===== src/rtl/dir_pkg.sv =====
package dir_pkg;
    typedef enum logic [2:0] {
        LS_I     = 3'd0,
        LS_S     = 3'd1,
        LS_M     = 3'd2,
        LS_WINV  = 3'd3,
        LS_WGACK = 3'd4,
        LS_WDG   = 3'd5
    } line_st_e;

    typedef enum logic [1:0] {
        EN_IDLE = 2'd0,
        EN_INV  = 2'd1,
        EN_DG   = 2'd2
    } eng_e;

    localparam logic [1:0] OP_OWN = 2'd1;
    localparam logic [1:0] OP_UPG = 2'd2;

    localparam logic [2:0] RK_SHARED = 3'd0;
    localparam logic [2:0] RK_EARLY  = 3'd1;
    localparam logic [2:0] RK_GRANT  = 3'd2;
    localparam logic [2:0] RK_GDATA  = 3'd3;
    localparam logic [2:0] RK_RETRY  = 3'd4;
endpackage


===== src/rtl/dir_popcnt.sv =====
module dir_popcnt #(
    parameter int N = 8,
    localparam int CNTW = $clog2(N + 1)
) (
    input  logic [N-1:0]    vec,
    output logic [CNTW-1:0] cnt
);
    always_comb begin
        cnt = '0;
        for (int i = 0; i < N; i++) begin
            cnt = cnt + CNTW'(vec[i]);
        end
    end
endmodule


===== src/rtl/dir_ack_tracker.sv =====
module dir_ack_tracker #(
    parameter int N = 8,
    localparam int CNTW = $clog2(N + 1)
) (
    input  logic            clk,
    input  logic            rst_n,
    input  logic            load,
    input  logic [N-1:0]    load_mask,
    input  logic [N-1:0]    ack_vec,
    output logic [N-1:0]    pend,
    output logic [CNTW-1:0] remaining
);
    typedef struct packed {
        logic [N-1:0]    mask;
        logic [CNTW-1:0] cnt;
    } trk_t;

    trk_t q, d;
    logic [N-1:0]    hit;
    logic [CNTW-1:0] load_cnt;
    logic [CNTW-1:0] hit_cnt;

    dir_popcnt #(.N(N)) u_load_cnt (.vec(load_mask), .cnt(load_cnt));
    dir_popcnt #(.N(N)) u_hit_cnt  (.vec(hit),       .cnt(hit_cnt));

    always_comb begin
        d   = q;
        hit = ack_vec & q.mask;
        if (load) begin
            d.mask = load_mask;
            d.cnt  = load_cnt;
        end else begin
            d.mask = q.mask & ~hit;
            d.cnt  = q.cnt - hit_cnt;
        end
    end

    always_ff @(posedge clk) begin
        if (!rst_n) q <= '0;
        else        q <= d;
    end

    assign pend      = q.mask;
    assign remaining = q.cnt;

    // the counter always matches the pending set and never underflows
    p_cnt_match_r4: assert property (@(posedge clk) disable iff (!rst_n)
        remaining == CNTW'($countones(pend)));
    p_no_underflow_r4: assert property (@(posedge clk) disable iff (!rst_n)
        (!load && remaining == '0) |=> remaining == '0);
endmodule


===== src/rtl/dir_home_agent.sv =====
module dir_home_agent
    import dir_pkg::*;
#(
    parameter int NCORES    = 8,
    parameter int NLINES    = 4,
    parameter int DATA_W    = 16,
    parameter bit NACK_MODE = 1'b1,
    localparam int CW   = $clog2(NCORES),
    localparam int LW   = $clog2(NLINES),
    localparam int CNTW = $clog2(NCORES + 1)
) (
    input  logic              clk,
    input  logic              rst_n,
    input  logic              req_valid,
    output logic              req_ready,
    input  logic [CW-1:0]     req_core,
    input  logic [LW-1:0]     req_line,
    input  logic [1:0]        req_op,
    input  logic [NCORES-1:0] ack_vec,
    input  logic              gack_valid,
    input  logic [LW-1:0]     gack_line,
    input  logic              wb_valid,
    input  logic [CW-1:0]     wb_core,
    input  logic [DATA_W-1:0] wb_data,
    output logic              inv_valid,
    output logic [NCORES-1:0] inv_mask,
    output logic [LW-1:0]     inv_line,
    output logic              dg_valid,
    output logic [CW-1:0]     dg_core,
    output logic [LW-1:0]     dg_line,
    output logic              rsp_valid,
    output logic [CW-1:0]     rsp_core,
    output logic [2:0]        rsp_kind,
    output logic [LW-1:0]     rsp_line,
    output logic [DATA_W-1:0] rsp_data
);
    localparam logic [NCORES-1:0] ONE = NCORES'(1);

    typedef struct packed {
        logic [NLINES-1:0][2:0]        lst;
        logic [NLINES-1:0][NCORES-1:0] shr;
        logic [NLINES-1:0][DATA_W-1:0] mem;
        logic [1:0]                    eng;
        logic [CW-1:0]                 t_core;
        logic [LW-1:0]                 t_line;
        logic [CW-1:0]                 t_owner;
        logic                          t_own;
        logic                          rsp_v;
        logic [CW-1:0]                 rsp_core;
        logic [2:0]                    rsp_kind;
        logic [LW-1:0]                 rsp_line;
        logic [DATA_W-1:0]             rsp_data;
        logic                          inv_v;
        logic [NCORES-1:0]             inv_mask;
        logic [LW-1:0]                 inv_line;
        logic                          dg_v;
        logic [CW-1:0]                 dg_core;
        logic [LW-1:0]                 dg_line;
    } st_t;

    st_t q, d;

    logic              trk_load;
    logic [NCORES-1:0] trk_mask;
    logic [NCORES-1:0] trk_pend;
    logic [CNTW-1:0]   trk_rem;

    logic [2:0]        cur;
    logic [NCORES-1:0] req_bit;
    logic [NCORES-1:0] line_shr;
    logic [NCORES-1:0] others;
    logic [CW-1:0]     owner;
    logic              busy_line;
    logic              accept;
    logic              is_own;
    logic              held;

    dir_ack_tracker #(.N(NCORES)) u_trk (
        .clk       (clk),
        .rst_n     (rst_n),
        .load      (trk_load),
        .load_mask (trk_mask),
        .ack_vec   (ack_vec),
        .pend      (trk_pend),
        .remaining (trk_rem)
    );

    always_comb begin
        d          = q;
        d.rsp_v    = 1'b0;
        d.inv_v    = 1'b0;
        d.dg_v     = 1'b0;
        trk_load   = 1'b0;
        trk_mask   = '0;

        cur       = q.lst[req_line];
        req_bit   = ONE << req_core;
        line_shr  = q.shr[req_line];
        others    = line_shr & ~req_bit;
        owner     = '0;
        for (int i = 0; i < NCORES; i++) begin
            if (line_shr[i]) owner = CW'(i);
        end
        busy_line = (cur == LS_WINV) || (cur == LS_WGACK) || (cur == LS_WDG);
        req_ready = (q.eng == EN_IDLE) && (NACK_MODE || !busy_line);
        accept    = req_valid && req_ready;
        is_own    = (req_op == OP_OWN) || (req_op == OP_UPG);
        held      = (cur == LS_S) && line_shr[req_core];

        // grant confirmation: transient line becomes Modified
        if (gack_valid && q.lst[gack_line] == LS_WGACK) begin
            d.lst[gack_line] = LS_M;
        end

        case (q.eng)
            EN_INV: begin
                if (trk_rem == '0) begin
                    d.rsp_v           = 1'b1;
                    d.rsp_core        = q.t_core;
                    d.rsp_kind        = RK_GRANT;
                    d.rsp_line        = q.t_line;
                    d.shr[q.t_line]   = ONE << q.t_core;
                    d.lst[q.t_line]   = LS_WGACK;
                    d.eng             = EN_IDLE;
                end
            end
            EN_DG: begin
                if (wb_valid && wb_core == q.t_owner) begin
                    d.mem[q.t_line] = wb_data;
                    d.rsp_v         = 1'b1;
                    d.rsp_core      = q.t_core;
                    d.rsp_line      = q.t_line;
                    d.rsp_data      = wb_data;
                    d.eng           = EN_IDLE;
                    if (q.t_own) begin
                        d.rsp_kind      = RK_GDATA;
                        d.shr[q.t_line] = ONE << q.t_core;
                        d.lst[q.t_line] = LS_WGACK;
                    end else begin
                        d.rsp_kind      = RK_SHARED;
                        d.shr[q.t_line] = (ONE << q.t_core) | (ONE << q.t_owner);
                        d.lst[q.t_line] = LS_S;
                    end
                end
            end
            default: begin
                if (accept) begin
                    d.rsp_core = req_core;
                    d.rsp_line = req_line;
                    d.rsp_data = q.mem[req_line];
                    d.t_core   = req_core;
                    d.t_line   = req_line;
                    d.t_owner  = owner;
                    d.t_own    = is_own;
                    if (busy_line || (cur == LS_M && owner == req_core)) begin
                        d.rsp_v    = 1'b1;
                        d.rsp_kind = RK_RETRY;
                    end else if (cur == LS_M) begin
                        d.lst[req_line] = LS_WDG;
                        d.eng           = EN_DG;
                        if (is_own) begin
                            d.inv_v    = 1'b1;
                            d.inv_mask = line_shr;
                            d.inv_line = req_line;
                        end else begin
                            d.dg_v    = 1'b1;
                            d.dg_core = owner;
                            d.dg_line = req_line;
                        end
                    end else if (!is_own) begin
                        d.rsp_v         = 1'b1;
                        d.rsp_kind      = RK_SHARED;
                        d.shr[req_line] = line_shr | req_bit;
                        d.lst[req_line] = LS_S;
                    end else if (others == '0) begin
                        d.rsp_v         = 1'b1;
                        d.rsp_kind      = (req_op == OP_UPG && held) ? RK_GRANT : RK_GDATA;
                        d.shr[req_line] = req_bit;
                        d.lst[req_line] = LS_WGACK;
                    end else begin
                        d.inv_v         = 1'b1;
                        d.inv_mask      = others;
                        d.inv_line      = req_line;
                        d.rsp_v         = !(req_op == OP_UPG && held);
                        d.rsp_kind      = RK_EARLY;
                        trk_load        = 1'b1;
                        trk_mask        = others;
                        d.lst[req_line] = LS_WINV;
                        d.eng           = EN_INV;
                    end
                end
            end
        endcase
    end

    always_ff @(posedge clk) begin
        if (!rst_n) q <= '0;
        else        q <= d;
    end

    assign inv_valid = q.inv_v;
    assign inv_mask  = q.inv_mask;
    assign inv_line  = q.inv_line;
    assign dg_valid  = q.dg_v;
    assign dg_core   = q.dg_core;
    assign dg_line   = q.dg_line;
    assign rsp_valid = q.rsp_v;
    assign rsp_core  = q.rsp_core;
    assign rsp_kind  = q.rsp_kind;
    assign rsp_line  = q.rsp_line;
    assign rsp_data  = q.rsp_data;

    // a request that meets a transient line is retried in the next cycle
    p_nack_next_r8: assert property (@(posedge clk) disable iff (!rst_n)
        (NACK_MODE && accept && busy_line) |=> (rsp_valid && rsp_kind == RK_RETRY));
    // an invalidation never targets the core being served
    p_inv_skips_req_r3: assert property (@(posedge clk) disable iff (!rst_n)
        inv_valid |-> ((inv_mask & (ONE << q.t_core)) == '0));
    // a grant out of the collection phase only once nothing is pending
    p_grant_after_acks_r4: assert property (@(posedge clk) disable iff (!rst_n)
        (q.eng == EN_INV) |=> (!(rsp_valid && rsp_kind == RK_GRANT) || $past(trk_pend) == '0));
    // a matching data return always produces a response
    p_wb_responds_r10: assert property (@(posedge clk) disable iff (!rst_n)
        (q.eng == EN_DG && wb_valid && wb_core == q.t_owner) |=> rsp_valid);
    // no messages at all in the first cycle out of reset
    p_quiet_reset_r1: assert property (@(posedge clk) disable iff (!rst_n)
        $rose(rst_n) |-> (!rsp_valid && !inv_valid && !dg_valid));
endmodule


===== config.mk =====
export PLATFORM = sky130hd
export DESIGN_NAME = dir_home_agent
export DESIGN_NICKNAME = d
export VERILOG_FILES = /design/src/rtl/dir_pkg.sv /design/src/rtl/dir_popcnt.sv /design/src/rtl/dir_ack_tracker.sv /design/src/rtl/dir_home_agent.sv
export SDC_FILE = /design/constraint.sdc
export NUM_CORES = 1
export LEC_CHECK = 0
export ABC_AREA = 1
export CAP_MARGIN = 10
export CORE_ASPECT_RATIO = 1.5
export CORE_MARGIN = 1
export CORE_UTILIZATION = 53
export DETAILED_ROUTE_END_ITERATION = 10
export DONT_BUFFER_PORTS = 1
export PLACE_DENSITY = 0.71
export SYNTH_ARGS = -nofsm -noshare
export SYNTH_HDL_FRONTEND = slang
export SYNTH_HIERARCHICAL = 1
export SYNTH_SLANG_ARGS = --single-unit

===== constraint.sdc =====
create_clock -name clk -period 4.3 [get_ports clk]
set_input_delay 0.43 -clock clk [delete_from_list [all_inputs] [get_ports clk]]
set_output_delay 0.43 -clock clk [all_outputs]
set_load 0.01 [all_outputs]

Word level (Yosys, flattened, before mapping)
Index checks and enable logic that the tools add are counted.

Bits in registers: 173.

Add/sub/neg operators: 15. $lt $le $gt $ge: 7. Equality and inequality tests: 20. Bitwise operators: 35. Reductions and logical operators: 32. Shifts and indexed selects: 3. Multiplexer cells: 87.

Operator list (number): 44-bit two-way mux (5); 32-bit bitwise mux (4); 110-bit two-way mux (1); 44-bit one-hot mux with 2 select lines (1); 8-bit two-way mux (9); 8-bit AND (8); 64-bit bitwise mux (1); 32-bit two-way mux (2); 8-bit NOT (7); 53-bit two-way mux (1); 12-bit two-way mux (4); 11-bit two-way mux (4); 3-bit two-way mux (12); 4-bit by 1-bit adder with 4-bit output (8); 16-bit binary-select mux with 2-bit select (1); 16-bit demux with 2-bit select (1); 8-bit demux with 2-bit select (2); 16-bit two-way mux (2); 8-bit bitwise OR (4); 16-bit one-hot mux with 2 select lines (1); 25-bit two-way mux (1); 1-bit by 3-bit << shifter with 8-bit output (first input constant) (3); 4-bit bitwise OR (5); 3-bit demux with 2-bit select (3); 47 further kinds (109).

Longest topological paths before layout
Depth in word-level cells: 23. Depth in mapped cells: 35. Mapped depth without buffers: 32.

By module
The synthesis kept the hierarchy.

Modules (own cells, without submodules): dir_home_agent (times used 1, area an instance 9704.3 sq um, cells an instance 1546); dir_ack_tracker (times used 1, area an instance 650.6 sq um, cells an instance 99); dir_popcnt (times used 2, area an instance 190.2 sq um, cells an instance 26).

Worst setup path before layout
Ideal clock, no wire load.

Path kind: input-to-reg. From: in req_line[0]. To: reg u_trk.q, in the netlist u_trk/remaining[2]. Required time: 4187 ps. Stages on the path: 29. Setup slack: -374 ps. Data arrival time: 4561 ps. Library setup time: 113 ps. Buffers on the path: 3. Path through: buf_4 buf_6 nor2_4 nand2_1 nand4_1 nand2_1 nor2_4 nand3_1 nor2_2 nand3_4 nand2_8 inv_2 nand2_1 buf_4 nor2_1 fa_1 inv_1 fa_1 fa_1 inv_1 ha_1 inv_1 fa_1 nand2_1 nand2_1 nor2_1 nor2_1 o21ai_1 inv_1.

Cells in the longest elaborated chain, start to end: 23.

Ends and longest elaborated chain: start: declaration (line dir_home_agent.sv:17) `input logic [LW-1:0] req_line,`; 8-bit binary-select mux with 2-bit select (line dir_home_agent.sv:98) `line_shr = q.shr[req_line];`; 8-bit two-way mux (implied by the code) (line dir_home_agent.sv:98); 1-bit two-way mux (line dir_home_agent.sv:102) `if (line_shr[i]) owner = CW'(i);`; 2-bit two-way mux (line dir_home_agent.sv:102); 3-bit two-way mux (5 in series) (line dir_home_agent.sv:102); 3-bit equality test (line dir_home_agent.sv:155) `if (busy_line || (cur == LS_M && owner == req_core)) begin`; 1-bit logical AND (line dir_home_agent.sv:155); 1-bit logical OR (line dir_home_agent.sv:155); [2 not listed]; 8-bit two-way mux (*) (line dir_home_agent.sv:115) `case (q.eng)`; via trk_mask[0] (line dir_home_agent.sv:64) `logic [NCORES-1:0] trk_mask;`; 1-bit by 1-bit adder with 2-bit output (*) (line dir_popcnt.sv:11) `cnt = cnt + CNTW'(vec[i]);`; 2-bit by 1-bit adder with 3-bit output (*) (line dir_popcnt.sv:11); 3-bit by 1-bit adder with 4-bit output (*) (line dir_popcnt.sv:11); 4-bit by 1-bit adder with 4-bit output (*) (4 in series) (line dir_popcnt.sv:11); via u_trk.load_cnt[2] (line dir_ack_tracker.sv:20) `logic [CNTW-1:0] load_cnt;`; 12-bit two-way mux (*) (line dir_ack_tracker.sv:29) `if (load) begin`; end signal: assignment (line dir_ack_tracker.sv:39) `if (!rst_n) q <= '0;`; end signal: assignment (line dir_ack_tracker.sv:40) `else q <= d;`; end: declaration (line dir_ack_tracker.sv:18) `trk_t q, d;`.

The timed path passes the listed nets; every way through them passes the cells marked *. The select of a mux whose other input is x is not followed. A chain may end at the register's enable or synchronous reset.

Worst setup path in the final report
From: reg q[140] in the netlist's numbering. To: reg u_trk.q, in the netlist u_trk/remaining[2].

RTL lines: start: declaration (line dir_home_agent.sv:61) `st_t q, d;`; start signal: assignment (line dir_home_agent.sv:197) `if (!rst_n) q <= '0;`; start signal: assignment (line dir_home_agent.sv:198) `else q <= d;`; 8-bit binary-select mux with 2-bit select (*) (line dir_home_agent.sv:98); 8-bit two-way mux (implied by the code) (*) (line dir_home_agent.sv:98); 8-bit AND (line dir_home_agent.sv:99) `others = line_shr & ~req_bit;`; 8-bit zero test (line dir_home_agent.sv:175) `end else if (others == '0) begin`; 8-bit two-way mux (line dir_home_agent.sv:175); 8-bit two-way mux (line dir_home_agent.sv:170) `end else if (!is_own) begin`; 8-bit two-way mux (line dir_home_agent.sv:158) `end else if (cur == LS_M) begin`; 8-bit two-way mux (*) (line dir_home_agent.sv:155); 8-bit two-way mux (*) (line dir_home_agent.sv:147) `if (accept) begin`; 8-bit two-way mux (*) (line dir_home_agent.sv:115); via trk_mask[3] (line dir_home_agent.sv:64); 3-bit by 1-bit adder with 4-bit output (*) (line dir_popcnt.sv:11); 4-bit by 1-bit adder with 4-bit output (*) (4 in series) (line dir_popcnt.sv:11); via u_trk.load_cnt[2] (line dir_ack_tracker.sv:20); 12-bit two-way mux (*) (line dir_ack_tracker.sv:29).

Marks and branches as above.

==> metrics <==
Post-Syn Instances=around 1700; Post-synth EDFFs=0; clk_skew=0.0136 ns; layout cells sized above 1=roughly a tenth; Synth cell types=47; final cycle utilization of the critical path=roughly 95%; Power Density=568 nW/µm²; Fmax=245 MHz; setup violators final=0; main combinational cell family by area after synthesis=simple AND/OR/NAND/NOR gates; DP HPWL=25.2 mm; core area=slightly below 20000 µm²; sequential area share after synthesis=about a third; Filler cells=approximately 2000; adder-cell share of the synthesized area=between 3 and 4%; # H-tree levels=4; Max Cap Viol=0; first-pass GRT wire length=about 56 mm; Compound-Gate Fraction of Synth Area=21.4%; total CTS buffers=17; crit-path max FO=4; Die W=about 120 µm; Wirelength per Cell=18.5 µm; Port Buffers=0; syn_area_per_cell=approximately 6.3 µm²; 1st-iter DRT viols=a little over 1000; Most used DFF post-synth=dfxtp_1; Slew headroom=between 30% and 40%; fin. max-slew vios=0; area grow syn2layout=7.89%; Reg2Reg Depth=28; Clock Tree Buf Depth=2; worst slew pin tran=0.943 ns; Post-route DRC=0; CTS tree=yes; CP max stage cell=fa_1; crit path from=q[140]; vias in the first global route=around 10000; Post-Route WL=around 36 mm; largest net degree at the start of global routing=86; CP max stage delay=~0.54 ns; critical path type=reg2reg; r2r startpoint=q[140]; Post-DP Area=around 11000 µm²; overall power=between 6 and 7 mW; total track usage=34.8%; Setup crit end kind=flop; CTS Sinks=around 170; Starting Density=between 50 and 60%; Peak supply drop=roughly 0.00047 V; 1st-pass router iterations=6; design area=around 12000 µm²; CP Capture Point=u_trk/remaining[2]; crit path DAT=4.43 ns; reg-to-reg slack, setup=0.22 ns; Crit path required time=around 4.7 ns; initial antenna violation count=0; status=finished clean; crit path time final=just over 4 ns; grt total ovfl=0; Hold Path Class=in2reg; via count=roughly 11000; FF+latch count, synth=173; fin nets=approximately 1700; antenna cells=0; Synth Net Count=1760; synthesized cell area=around 11000 µm²; Fin. Hold Viols=0; CP Launch Type=flop; vias per cell=approximately 5.7; total die area=between 20000 and 25000 µm²; Crit path buffers/inverters=6; routability cong.=roughly 0.99; Syn. warnings=6; Synth Area in Simple Gates=30.3%; XOR/XNOR Fraction of Synth Area=less than 1%; multiplexer share of the synthesized area=0%; CTS clock-pin slew for the worst setup and hold paths=about 0.070 ns; worst-skew pair later-pin latency=roughly 0.45 ns; Boundary Pins=84; asr flop ratio synth=0%; CTS root buffer=clkbuf_16; Hold Buf Count CTS=0; DRT antenna net count=0; CP Depth=28; P_leak=4.87 nW; R2R Path End=u_trk/remaining[2]; Largest delay share family, worst path=adder cells; Die Y=around 180 µm; # rows=between 60 and 70
==> cells in the final DEF, fill, tap and decap left out, types with 15 or more instances in the layout <==
cell type	synthesis	final
a211oi_1	17	17
nand3_1	82	81
inv_1	166	163
o21ai_0	132	131
a21oi_1	165	165
nor2_1	166	162
buf_4	50	69
dfxtp_1	173	158
nand2_1	492	483
nor3_1	15	15
a221oi_1	16	16
clkbuf_16	0	17
a22o_1	16	16
==> where the power goes <==
part	switching, mW	internal (mW)
combinational	1.93	0.941
clock	0.700	0.793
sequential	0.329	1.90
total	2.95	3.63
==> per-stage QoR <==
| step | worst slack (ns) | hold WS [ns] | instances | setup TNS (ns) | util, % |
|---|---|---|---|---|---|
| 2_1_floorplan | -0.163 | 0.424 | 1697 | -0.326 | - |
| 3_3_place_gp | 0.0102 | 0.448 | 1895 | 0 | 55.1 |
| 3_5_place_dp | -0.0896 | 0.452 | 1895 | -0.159 | 55.1 |
| 4_1_cts | 0.0998 | 0.104 | 1927 | 0 | 57.9 |
| 5_1_grt | -0.0131 | 0.118 | 1931 | -0.0131 | 58.5 |
| 6_report | 0.225 | 0.121 | 1931 | 0 | 58.5 |
==> repair_timing <==
item                                    in CTS  in global routing
resized for setup                            0                 39
buffers inserted                             0                  4
endpoints found under the setup margin       0                  2
==> per-layer routing <==
metal  vias to the layer above  part of all wire (%)  global-route usage [%]
met3                       132                   6.4                    6.04
met4                         0                   6.4                    24.0
met1                      5057                    37                    37.7
met5                         -                     0                       0
met2                       484                    50                    61.5
li1                       5415                     -                       -
==> layout make-up <==
class | instances | area [µm²] | share of cell area, %
clock buffers | 22 | 474 | 4.09
clock inverters | 10 | 78.8 | 0.681
inverters | 179 | 679 | 5.87
multi-input cells | 1218 | 6010 | 51.9
flip-flops and latches | 173 | 3490 | 30.2
well taps | 260 | 325 | 2.81
repair buffers | 69 | 518 | 4.47
==> kinds of logic (layout without fill, tap and decap cells) <==
kind of cell / after synthesis / in the layout
AND/OR/NAND/NOR: 791 / 791
flip-flops: 173 / 173
buffers and inverters: 306 / 280
adder cells (fa/ha/maj): 22 / 22
XOR/XNOR: 1 / 1
AO/OA/AOI/OAI: 404 / 404
==> worst min-delay path by stage <==
stage,to,startpoint,cells after the start,slack (ns)
after floorplan,inv_line[0],inv_line[0],2,0.42
after global placement,flop,flop,2,0.45
after detailed placement,flop,flop,2,0.45
after CTS,dg_core[0],rst_n,2,0.10
after global routing,flop,wb_data[14],2,0.12
final,flop,wb_data[14],2,0.12
==> synthesized netlist by cell type, types with 2 or more instances <==
library cell	n	share of area (%)
nand2_1	492	17
dfxtp_1	173	32
inv_1	166	5.8
nor2_1	166	5.8
a21oi_1	165	7.7
o21ai_0	132	6.2
nand3_1	82	3.8
clkbuf_1	62	2.2
buf_4	50	3.5
a211oi_1	17	1.2
a221oi_1	16	1.3
a22o_1	16	1.3
nor3_1	15	0.70
ha_1	13	1.5
o21ai_1	13	0.61
a31oi_1	12	0.70
buf_2	11	0.51
fa_1	9	1.7
nand4_1	9	0.52
o31ai_1	9	0.63
inv_2	8	0.28
nor2_2	8	0.47
clkinv_1	5	0.17
nor2_4	4	0.42
o211ai_1	4	0.28
a21boi_0	3	0.21
a22oi_1	3	0.21
nand3_4	3	0.49
nand3b_1	3	0.21
o22ai_1	3	0.17
o311ai_0	3	0.24
a211o_1	2	0.16
buf_1	2	0.070
buf_6	2	0.21
nand2_2	2	0.12
o2111ai_1	2	0.16
or2_2	2	0.12
==> worst reg2reg max path: cells and delay by family, from the launching register on <==
family,cells,cell delay [ns]
fa+ha+maj,5,1.94
simple gates,15,1.22
buf+inv,6,0.35
flops,1,0.31
compound gates,2,0.15
(Power assumes the default switching activity.)
